==> src/rtl/i2s_tx_pkg.sv <==
package i2s_tx_pkg;

  localparam int SLOT_MAX = 32;
  localparam int POS_W    = $clog2(2 * SLOT_MAX);
  localparam int K_W      = POS_W - 1;

  typedef enum logic [1:0] {
    SLOT_16     = 2'd0,
    SLOT_24     = 2'd1,
    SLOT_32     = 2'd2,
    SLOT_32_ALT = 2'd3
  } slot_sel_e;

  // Bits per channel for a slot selection code.
  function automatic logic [POS_W-1:0] slot_len(input logic [1:0] sel);
    case (slot_sel_e'(sel))
      SLOT_16: return POS_W'(16);
      SLOT_24: return POS_W'(24);
      default: return POS_W'(32);
    endcase
  endfunction

endpackage

==> src/rtl/i2s_clkgen.sv <==
module i2s_clkgen #(
  parameter int DIV_W = 8
) (
  input  logic             clk,
  input  logic             rst_n,
  input  logic [DIV_W-1:0] mclk_half,
  input  logic [DIV_W-1:0] bclk_half,
  output logic             mclk_o,
  output logic             bclk_o,
  output logic             bclk_fall_tick
);

  function automatic logic [DIV_W-1:0] eff_limit(input logic [DIV_W-1:0] v);
    return (v == '0) ? DIV_W'(1) : v;
  endfunction

  logic [DIV_W-1:0] mcnt_q, bcnt_q;
  logic             mclk_q, bclk_q;
  logic             mclk_toggle, mclk_rise_tick, bclk_toggle;

  assign mclk_toggle    = (mcnt_q >= eff_limit(mclk_half) - DIV_W'(1));
  assign mclk_rise_tick = mclk_toggle && !mclk_q;
  assign bclk_toggle    = mclk_rise_tick && (bcnt_q >= eff_limit(bclk_half) - DIV_W'(1));
  assign bclk_fall_tick = bclk_toggle && bclk_q;

  always_ff @(posedge clk) begin
    if (!rst_n) begin
      mcnt_q <= '0;
      bcnt_q <= '0;
      mclk_q <= 1'b0;
      bclk_q <= 1'b0;
    end else begin
      mcnt_q <= mclk_toggle ? '0 : mcnt_q + DIV_W'(1);
      if (mclk_toggle) mclk_q <= !mclk_q;
      if (mclk_rise_tick) bcnt_q <= bclk_toggle ? '0 : bcnt_q + DIV_W'(1);
      if (bclk_toggle) bclk_q <= !bclk_q;
    end
  end

  assign mclk_o = mclk_q;
  assign bclk_o = bclk_q;

  AST_BCLK_ON_MCLK_RISE: assert property (@(posedge clk) disable iff (!rst_n)
    !$stable(bclk_q) |-> $rose(mclk_q));

endmodule

==> src/rtl/i2s_frame_ctrl.sv <==
module i2s_frame_ctrl
  import i2s_tx_pkg::*;
(
  input  logic           clk,
  input  logic           rst_n,
  input  logic           fall_tick,
  input  logic [1:0]     slot_sel,
  input  logic           multi_req,
  output logic           frame_start,
  output logic           multi_eff,
  output logic           ch_right,
  output logic [K_W-1:0] bit_k,
  output logic           lrclk_o
);

  logic [POS_W-1:0] pos_q, len_q, len_eff;
  logic             multi_q, lr_q;
  logic [POS_W:0]   frame_last;
  logic             at_start;

  assign at_start    = (pos_q == '0);
  assign frame_start = fall_tick && at_start;
  // Configuration is looked at only where a new frame begins.
  assign len_eff     = at_start ? slot_len(slot_sel) : len_q;
  assign multi_eff   = at_start ? multi_req : multi_q;
  assign ch_right    = (pos_q >= len_eff);
  assign bit_k       = K_W'(ch_right ? pos_q - len_eff : pos_q);
  assign frame_last  = {len_eff, 1'b0} - (POS_W+1)'(1);

  always_ff @(posedge clk) begin
    if (!rst_n) begin
      pos_q   <= '0;
      len_q   <= slot_len(2'd2);
      multi_q <= 1'b0;
      lr_q    <= 1'b1;
    end else if (fall_tick) begin
      lr_q  <= ch_right;
      pos_q <= ({1'b0, pos_q} == frame_last) ? '0 : pos_q + POS_W'(1);
      if (at_start) begin
        len_q   <= len_eff;
        multi_q <= multi_req;
      end
    end
  end

  assign lrclk_o = lr_q;

  AST_LR_ON_FALL: assert property (@(posedge clk) disable iff (!rst_n)
    !$stable(lr_q) |-> $past(fall_tick));
  AST_CFG_FRAME_HOLD: assert property (@(posedge clk) disable iff (!rst_n)
    !frame_start |=> ($stable(len_q) && $stable(multi_q)));
  AST_POS_IN_FRAME: assert property (@(posedge clk) disable iff (!rst_n)
    frame_start |=> ({1'b0, pos_q} < {len_q, 1'b0}));

endmodule

==> src/rtl/i2s_sample_buf.sv <==
module i2s_sample_buf #(
  parameter int DATA_W = 192
) (
  input  logic              clk,
  input  logic              rst_n,
  input  logic              in_valid,
  input  logic [DATA_W-1:0] in_data,
  output logic              in_ready,
  input  logic              frame_start,
  input  logic              clr,
  output logic [DATA_W-1:0] cur_view,
  output logic              underrun
);

  logic [DATA_W-1:0] hold_q, cur_q;
  logic              full_q, urun_q;
  logic              accept, swap, starve;

  assign in_ready = !full_q;
  assign accept   = in_valid && !full_q;
  assign swap     = frame_start && full_q;
  assign starve   = frame_start && !full_q;
  // The new frame's first bit must come from the word being promoted.
  assign cur_view = swap ? hold_q : cur_q;

  always_ff @(posedge clk) begin
    if (!rst_n) begin
      hold_q <= '0;
      cur_q  <= '0;
      full_q <= 1'b0;
      urun_q <= 1'b0;
    end else begin
      if (accept) hold_q <= in_data;
      if (swap) cur_q <= hold_q;
      if (accept) full_q <= 1'b1;
      else if (swap) full_q <= 1'b0;
      if (starve) urun_q <= 1'b1;
      else if (clr) urun_q <= 1'b0;
    end
  end

  assign underrun = urun_q;

  AST_HOLD_KEEP: assert property (@(posedge clk) disable iff (!rst_n)
    (full_q && !frame_start) |=> ($stable(hold_q) && full_q));
  AST_UNDERRUN_STICKY: assert property (@(posedge clk) disable iff (!rst_n)
    (urun_q && !clr) |=> urun_q);
  AST_REPEAT_ON_EMPTY: assert property (@(posedge clk) disable iff (!rst_n)
    starve |=> ($stable(cur_q) && urun_q));

endmodule

==> src/rtl/i2s_lane_ser.sv <==
module i2s_lane_ser
  import i2s_tx_pkg::*;
#(
  parameter int SAMPLE_W = 24
) (
  input  logic                clk,
  input  logic                rst_n,
  input  logic                fall_tick,
  input  logic                lane_on,
  input  logic                ch_right,
  input  logic [K_W-1:0]      bit_k,
  input  logic [SAMPLE_W-1:0] left_smp,
  input  logic [SAMPLE_W-1:0] right_smp,
  output logic                sd_o
);

  // Slot bit k counted from the MSB; zero below the sample's LSB.
  function automatic logic pick_bit(input logic [SAMPLE_W-1:0] s,
                                    input logic [K_W-1:0] k);
    logic [SAMPLE_W-1:0] t;
    t = s << k;
    return (int'(k) < SAMPLE_W) ? t[SAMPLE_W-1] : 1'b0;
  endfunction

  logic pend_q, sd_q, nxt_bit;

  assign nxt_bit = lane_on && pick_bit(ch_right ? right_smp : left_smp, bit_k);

  // One stage of delay puts the MSB one bit clock after word-select.
  always_ff @(posedge clk) begin
    if (!rst_n) begin
      pend_q <= 1'b0;
      sd_q   <= 1'b0;
    end else if (fall_tick) begin
      sd_q   <= pend_q;
      pend_q <= nxt_bit;
    end
  end

  assign sd_o = sd_q;

  AST_OFF_LANE_QUIET: assert property (@(posedge clk) disable iff (!rst_n)
    (fall_tick && !lane_on) |=> !pend_q);
  AST_SD_ON_FALL: assert property (@(posedge clk) disable iff (!rst_n)
    !$stable(sd_q) |-> $past(fall_tick));

endmodule

==> src/rtl/i2s_multilane_tx.sv <==
module i2s_multilane_tx
  import i2s_tx_pkg::*;
#(
  parameter int LANES    = 4,
  parameter int SAMPLE_W = 24,
  parameter int DIV_W    = 8
) (
  input  logic                        clk,
  input  logic                        rst_n,
  input  logic [DIV_W-1:0]            mclk_half,
  input  logic [DIV_W-1:0]            bclk_half,
  input  logic                        multi_mode,
  input  logic [1:0]                  slot_sel,
  input  logic                        smp_valid,
  output logic                        smp_ready,
  input  logic [LANES*2*SAMPLE_W-1:0] smp_data,
  input  logic                        underrun_clr,
  output logic                        underrun,
  output logic                        mclk_o,
  output logic                        bclk_o,
  output logic                        lrclk_o,
  output logic [LANES-1:0]            sd_o
);

  localparam int FRAME_W = LANES * 2 * SAMPLE_W;

  logic               fall_tick, frame_start, multi_eff, ch_right;
  logic [K_W-1:0]     bit_k;
  logic [FRAME_W-1:0] cur_view;

  i2s_clkgen #(.DIV_W(DIV_W)) u_clk (
    .clk(clk), .rst_n(rst_n), .mclk_half(mclk_half), .bclk_half(bclk_half),
    .mclk_o(mclk_o), .bclk_o(bclk_o), .bclk_fall_tick(fall_tick)
  );

  i2s_frame_ctrl u_frm (
    .clk(clk), .rst_n(rst_n), .fall_tick(fall_tick), .slot_sel(slot_sel),
    .multi_req(multi_mode), .frame_start(frame_start), .multi_eff(multi_eff),
    .ch_right(ch_right), .bit_k(bit_k), .lrclk_o(lrclk_o)
  );

  i2s_sample_buf #(.DATA_W(FRAME_W)) u_buf (
    .clk(clk), .rst_n(rst_n), .in_valid(smp_valid), .in_data(smp_data),
    .in_ready(smp_ready), .frame_start(frame_start), .clr(underrun_clr),
    .cur_view(cur_view), .underrun(underrun)
  );

  for (genvar g = 0; g < LANES; g++) begin : g_lane
    logic lane_on;
    if (g == 0) begin : g_main
      assign lane_on = 1'b1;
    end else begin : g_extra
      assign lane_on = multi_eff;
    end
    i2s_lane_ser #(.SAMPLE_W(SAMPLE_W)) u_ser (
      .clk(clk), .rst_n(rst_n), .fall_tick(fall_tick), .lane_on(lane_on),
      .ch_right(ch_right), .bit_k(bit_k),
      .left_smp(cur_view[(2*g)*SAMPLE_W +: SAMPLE_W]),
      .right_smp(cur_view[(2*g+1)*SAMPLE_W +: SAMPLE_W]),
      .sd_o(sd_o[g])
    );
  end

  AST_READY_AFTER_TAKE: assert property (@(posedge clk) disable iff (!rst_n)
    (smp_valid && smp_ready) |=> !smp_ready);

endmodule

==> config.mk <==
export PLATFORM = sky130hd
export DESIGN_NAME = i2s_multilane_tx
export DESIGN_NICKNAME = d
export VERILOG_FILES = /design/src/rtl/i2s_tx_pkg.sv /design/src/rtl/i2s_clkgen.sv /design/src/rtl/i2s_frame_ctrl.sv /design/src/rtl/i2s_sample_buf.sv /design/src/rtl/i2s_lane_ser.sv /design/src/rtl/i2s_multilane_tx.sv
export SDC_FILE = /design/constraint.sdc
export NUM_CORES = 1
export LEC_CHECK = 0
export BUFFER_PORTS_ARGS = -buffer_cell sky130_fd_sc_hd__buf_4
export CORE_AREA = 2 2 230 232
export CTS_CLUSTER_SIZE = 40
export DETAILED_ROUTE_END_ITERATION = 10
export DIE_AREA = 0 0 232 234
export SETUP_SLACK_MARGIN = 0.5
export SLEW_MARGIN = 25
export SYNTH_ARGS = -nofsm -noshare
export SYNTH_HDL_FRONTEND = slang
export SYNTH_SLANG_ARGS = --single-unit
==> constraint.sdc <==
create_clock -name clk -period 9 [get_ports clk]
set_input_delay 1.35 -clock clk [delete_from_list [all_inputs] [get_ports clk]]
set_output_delay 1.35 -clock clk [all_outputs]
set_load 0.05 [all_outputs]
==> flow_summary.json, run 1 <==
{
  "outcome": "complete, no violations",
  "synth_xor_area_share_pct": 1.539,
  "fin_skew_ns": 0.02341,
  "vias": 18240,
  "p_clk_share_pct": 45.6,
  "place_area_mm2": 0.02236,
  "setup_violations": 0,
  "die_w_um": 232,
  "clock_sinks": 426,
  "synthTopCellsByCount": "nand2_1, dfxtp_1, a21boi_0",
  "crit_family": "compound AO/OA/AOI/OAI gates",
  "switching_power_w": 0.001050,
  "synthDominantCellAreaShare_pct": 41.62,
  "p_leak_nw": 8.769,
  "endpoint_kind": "flip-flop",
  "maxCapViolations": 0,
  "clk_pin_slew_worst_paths_ns": 0.06,
  "dp_hpwl_um": 40620,
  "setup_tns_ns": 0,
  "slew_violations": 0,
  "synth_top_family_by_area": "simple AND/OR/NAND/NOR gates",
  "overflow": 0,
  "ant_nets": 0,
  "grt_pass1_vias": 17370,
  "synthCells": 2675,
  "routed_via_density": 5.234,
  "cts-root-buf": "clkbuf_16",
  "cts_tree": "done",
  "fmax_ghz": 0.1718,
  "io_buffers": 223,
  "synth_compound_area_share_pct": 20.12,
  "start_util_pct": 39.39,
  "num_antenna_cells": 0,
  "yosys.area_share.simple_pct": 27.39,
  "finalNetCount": 3009,
  "syn_area_mm2": 0.02049,
  "ir_drop_mv": 0.1203,
  "grt_use_total_pct": 21.61,
  "postCtsSetupBuffers": 0,
  "die_height_um": 234,
  "path_max_fanout": 35,
  "rsz0062_at_grt": "false",
  "cts_buffers": 47,
  "synthMuxAreaShare_pct": 2.516,
  "crit_chain": "buf_4 -> inv_1 -> ha_1 -> and2_1 -> o21ai_0 -> ha_1 -> and3_4 -> a31o_4 -> o31a_2 -> buf_4 -> a21oi_4 -> buf_4 -> nand2_1 -> nand3_1 -> a31oi_1 -> a2111oi_0 -> o311ai_1 -> o31ai_1",
  "criticalPathCategory": "flip-flop to flip-flop",
  "ys_types": 74,
  "seqPwrFrac_pct": 46.2,
  "required_ns": 9.51,
  "worstMarginPinSlew_ns": 0.9961,
  "firstDrtPassIters": 5,
  "crit_top_cell": "buf_4",
  "min_path_type": "flip-flop to flip-flop",
  "cts_hold_buffers": 0,
  "syn_nets": 2920,
  "synthAdderAreaFrac_pct": 1.868,
  "yosys.area.top_type": "dfxtp_1",
  "period_share_pct": 64.68,
  "area_growth_pct": 16.76,
  "hold_viol": 0,
  "synth_area_per_cell_um2": 7.660,
  "dieArea_mm2": 0.05429,
  "cts_max_level": 2,
  "synth_edf_count": 0,
  "maxSlewHeadroom_pct": 33.60,
  "drc_errors": 0,
  "crit_path_start_kind": "flip-flop",
  "finalWirelength_um": 59650,
  "grt_pass1_wl_um": 94190,
  "core_mm2": 0.05202,
  "powerDensity_mw_per_mm2": 180.3,
  "rows": 84,
  "cts_buffer_depth": 3,
  "fin_area_mm2": 0.02392,
  "ys.flop_type": "dfxtp_1",
  "worst_ep_arrival_time_ns": 6.33,
  "p_int_w": 0.003263,
  "io_pins": 224,
  "crit_slowest_cell": "a21oi_4",
  "drive_above_1_share_pct": 12.51,
  "cts_resized": 0,
  "gp_congestion": 0.8949,
  "synth_seq_cells": 426,
  "synth_area_leaders": "dfxtp_1, nand2_1, a21boi_0",
  "routedWlPerCell_um": 17.12,
  "worst-path-buf-inv": 4,
  "period_needed_ns": 5.821,
  "power_switching_share_pct": 24.35,
  "ys_seq_area_share_pct": 41.62,
  "antenna_found_initial": 0,
  "drt-initial-drc-count": 1229,
  "yosysMostFrequentCell": "nand2_1",
  "critPathMaxStageDelay_ns": 0.60,
  "synthArstFlopShare_pct": 0,
  "comb_power_share_pct": 8.2,
  "grt_start_max_net_pins": 228,
  "clkLatencyLatePin_ns": 0.59,
  "ys_warn_count": 0
}
-- area by class of cell --
cell class / count / area (um2)
clock buffers: 70 / 1384
repair buffers: 248 / 1919
well taps: 688 / 860.8
clock inverters: 12 / 177.7
flip-flops and latches: 426 / 8528
fillers: 5076 / 28100
inverters: 15 / 56.30
multi-input cells: 2026 / 11000
-- power groups by stage --
stage	logic [W]	clock network (W)	registers (W)
final	0.000355	0.00197	0.00199
after global routing	0.000396	0.00208	0.00200
after CTS	0.000360	0.00201	0.00199
after detailed placement	0.000358	0	0.00203
after global placement	0.000352	0	0.00203
after floorplan	0.000222	0	0.00200
-- per-stage QoR --
| stage | power (W) | utilization, % | std cells | setup slack (ns) | hold WS [ns] |
|---|---|---|---|---|---|
| 2_1_floorplan | 0.002227 | - | 2675 | 4.291 | 0.4249 |
| 3_3_place_gp | 0.002384 | 42.98 | 3403 | 2.807 | 0.4414 |
| 3_5_place_dp | 0.002391 | 42.98 | 3403 | 2.671 | 0.4471 |
| 4_1_cts | 0.004359 | 45.99 | 3485 | 3.204 | 0.4631 |
| 5_1_grt | 0.004476 | 45.99 | 3485 | 2.810 | 0.4787 |
| 6_report | 0.004313 | 45.99 | 3485 | 3.179 | 0.4585 |
-- state kept, by name (all words and copies together), names as in the netlist --
name / flops
u_clk.bclk_o: 1
u_buf.cur_q: 192
u_frm.pos_q: 6
u_buf.underrun: 1
u_buf.full_q: 1
u_frm.multi_q: 1
u_frm.len_q: 6
u_clk.bcnt_q: 8
u_clk.mclk_o: 1
u_frm.lrclk_o: 1
u_clk.mcnt_q: 8
g_lane.u_ser.pend_q: 4
g_lane.u_ser.sd_o: 4
u_buf.hold_q: 192
-- cells in the final DEF (no fill, tap or decap), types with 6 or more instances in the layout --
cell type,Yosys,final
nand2_1,1071,1070
and3_1,36,35
o211ai_1,6,6
a31oi_1,20,20
a21boi_0,379,379
clkbuf_16,0,48
inv_1,15,15
xnor2_1,13,13
ha_1,29,29
o21ai_0,16,16
nor2b_1,18,17
mux2i_1,38,37
a21oi_1,24,24
nand4_1,14,14
nor3_1,18,18
clkbuf_8,0,10
a21o_1,6,6
mux2_2,8,8
nor2_1,33,33
buf_4,10,243
nand3_1,132,132
a311oi_1,17,17
nor4_1,6,6
xor2_1,23,23
dfxtp_1,426,426
and2_1,16,16
clkbuf_1,110,12
a211oi_1,30,30
-- kinds of logic (layout without fill, tap and decap cells) --
| logic type | Yosys count | count (layout) |
|---|---|---|
| XOR/XNOR | 36 | 36 |
| AND/OR/NAND/NOR | 1365 | 1365 |
| multiplexers | 48 | 48 |
| adder cells (fa/ha/maj) | 30 | 30 |
| AO/OA/AOI/OAI | 547 | 547 |
| flip-flops | 426 | 426 |
| buffers and inverters | 223 | 345 |
-- metal layers --
metal	vias up	share of wire, %	global-route usage, %
met3	88	5.3	3.405
met1	8582	47	29.25
met5	-	0	0
met4	0	3.0	7.913
li1	9100	-	-
met2	471	45	34.79
-- worst paths after layout --
| path | start | endpoint | slack (ns) | depth (start not counted) |
|---|---|---|---|---|
| setup / recovery | u_frm.pos_q[1] | g_lane[0].u_ser.pend_q | 3.18 | 18 |
| hold / removal | u_frm.multi_q | u_frm.multi_q | 0.46 | 1 |
| setup reg to reg | u_frm.pos_q[1] | g_lane[0].u_ser.pend_q | 3.18 | 18 |
| hold reg to reg | u_frm.multi_q | u_frm.multi_q | 0.46 | 1 |
Power figures use the tool's default switching activity.
==> run 2, diff against run 1 <==
- clock period: 9 -> 5.1 ns (I/O delays scaled with it)
==> run 2 against run 1 <==
  * Hold slack worse by 0.011 ns
  * Design area rose by 2.4%
  * Flip-flop and latch count stayed put
  * Non-clock buffer count is 50 higher
  * Clock-buffer cell count shrank 2
==> flow_summary.json, run 2 (synthesis results as in run 1) <==
{
  "drive_above_1_share_pct": 14.52,
  "p_int_w": 0.005760,
  "r2r_slack_ns": 0.69,
  "rsz0062_at_grt": "false",
  "rows": 84,
  "criticalPathCategory": "flip-flop to flip-flop",
  "crit_path_start_kind": "flip-flop",
  "fmax_ghz": 0.2270,
  "fill_cells": 5179,
  "ant_nets": 0,
  "maxCapViolations": 0,
  "r2r.worst_path.cells": 15,
  "core_mm2": 0.05202,
  "power_switching_share_pct": 24.19,
  "die_height_um": 234,
  "final_common_cell": "nand2_1",
  "period_needed_ns": 4.406,
  "start_util_pct": 39.39,
  "antenna_found_initial": 0,
  "firstDrtPassIters": 5,
  "dieArea_mm2": 0.05429,
  "fin_skew_ns": 0.01926,
  "holdPathStages": 3,
  "grt_use_total_pct": 21.95,
  "gp_congestion": 0.8992,
  "drt-initial-drc-count": 1084,
  "io_pins": 224,
  "seqPwrFrac_pct": 46.3,
  "setup_tns_ns": 0,
  "rr_endpoint": "g_lane[0].u_ser.pend_q",
  "finalWirelength_um": 60170,
  "clkLatencyLatePin_ns": 0.58,
  "finalNetCount": 3059,
  "die_w_um": 232,
  "area_growth_pct": 19.52,
  "outcome": "complete, no violations",
  "cts_tree": "done",
  "setup_violations": 0,
  "clock_sinks": 426,
  "whs_endpoint": "u_buf.hold_q[28]",
  "dp_hpwl_um": 41630,
  "switching_power_w": 0.001838,
  "maxSlewHeadroom_pct": 40.76,
  "grt_pass1_wl_um": 95720,
  "vias": 18490,
  "grt_start_max_net_pins": 193,
  "p_clk_share_pct": 45.0,
  "powerDensity_mw_per_mm2": 310.2,
  "overflow": 0,
  "final_cell_mix": "nand2_1, dfxtp_1, a21boi_0, buf_4, nand3_1",
  "grt_pass1_vias": 17750,
  "hold_viol": 0,
  "cts_buffer_depth": 3,
  "io_buffers": 223,
  "worst_ep_arrival_time_ns": 4.87,
  "fin_hold_ws_ns": 0.4471,
  "worstMarginPinSlew_ns": 0.8886,
  "slew_violations": 0,
  "min_path_type": "input pin to flip-flop",
  "p_leak_nw": 9.085,
  "clk_pin_slew_worst_paths_ns": 0.06,
  "endpoint_kind": "flip-flop",
  "comb_power_share_pct": 8.8,
  "largestRegisters": "u_buf.cur_q: 192 flops, u_buf.hold_q: 192 flops",
  "worstHoldStart": "smp_data[28]",
  "path_max_fanout": 22,
  "cts_max_level": 2,
  "cts_buffers": 47,
  "cts-root-buf": "clkbuf_16",
  "period_share_pct": 86.39,
  "routed_via_density": 5.233,
  "routedWlPerCell_um": 17.03,
  "drc_errors": 0,
  "required_ns": 5.56,
  "ir_drop_mv": 0.2269,
  "timing.rr.start": "u_frm.pos_q[5]",
  "num_antenna_cells": 0
}
-- run 2: per-stage QoR --
| step | total power, W | std cells | area [um2] | utilization [%] | setup slack [ns] |
|---|---|---|---|---|---|
| after floorplan | 0.003930 | 2675 | 20490 | - | 0.8081 |
| after global placement | 0.004237 | 3446 | 22800 | 43.82 | 0.1993 |
| after detailed placement | 0.004249 | 3446 | 22800 | 43.82 | 0.06382 |
| after CTS | 0.007690 | 3533 | 24410 | 46.92 | 0.5545 |
| after global routing | 0.007889 | 3533 | 24490 | 47.08 | 0.4284 |
| final | 0.007598 | 3533 | 24490 | 47.08 | 0.6941 |
-- run 2: power by group through the flow --
stage	sequential (W)	clock [W]	combinational, W
global route	0.00352	0.00363	0.000737
CTS	0.00351	0.00351	0.000667
detailed placement	0.00359	0	0.000660
global placement	0.00359	0	0.000650
finish	0.00352	0.00342	0.000666
floorplan	0.00354	0	0.000392
-- run 2: area by class of cell --
cell class | count | area [um2] | share of cell area [%]
Timing Repair Buffer | 298 | 2431 | 9.926
Tap cell | 688 | 860.8 | 3.515
Sequential cell | 426 | 8528 | 34.82
Multi-Input combinational cell | 2026 | 11070 | 45.21
Clock inverter | 12 | 135.1 | 0.5518
Inverter | 15 | 56.30 | 0.2299
Clock buffer | 68 | 1408 | 5.747
-- run 2: what timing repair did --
| item | in CTS | in global routing |
|---|---|---|
| setup buffers | 7 | 0 |
| pin swaps | 1 | 0 |
| endpoints found under the setup margin | 3 | 4 |
| hold buffers | 0 | 0 |
| resized for setup | 1 | 18 |
-- run 2: critical path, cell delays in order, from the launching register on --
cell      delay [ns]
dfxtp_1         0.36
nor4_2          0.40
and2_2          0.30
nand2_1         0.09
o21ai_1         0.20
ha_1            0.34
and3_4          0.19
a31o_4          0.28
o31a_4          0.43
buf_4           0.25
a211oi_1        0.24
a211oi_1        0.08
a311oi_1        0.55
nor3_1          0.15
o311ai_1        0.32
o31ai_1         0.10
-- run 2: how the worst max path moves through the flow --
| stage | start | endpoint | depth (start not counted) |
|---|---|---|---|
| 4_1_cts | u_frm.pos_q[5] | g_lane[2].u_ser.pend_q | 15 |
| 2_1_floorplan | u_frm.pos_q[0] | g_lane[2].u_ser.pend_q | 19 |
| 3_5_place_dp | bclk_half[3] | g_lane[3].u_ser.pend_q | 20 |
| 5_1_grt | u_frm.pos_q[1] | g_lane[2].u_ser.pend_q | 21 |
| 6_report | u_frm.pos_q[5] | g_lane[0].u_ser.pend_q | 15 |
| 3_3_place_gp | bclk_half[3] | g_lane[1].u_ser.pend_q | 18 |
-- run 2: metal layers --
metal | global-route usage [%] | up-vias | wire, um
met5 | 0 | - | 0
met4 | 6.651 | 0 | 1660
met3 | 3.332 | 98 | 2786
met2 | 36.23 | 438 | 27600
met1 | 29.60 | 8747 | 28120
li1 | - | 9204 | -
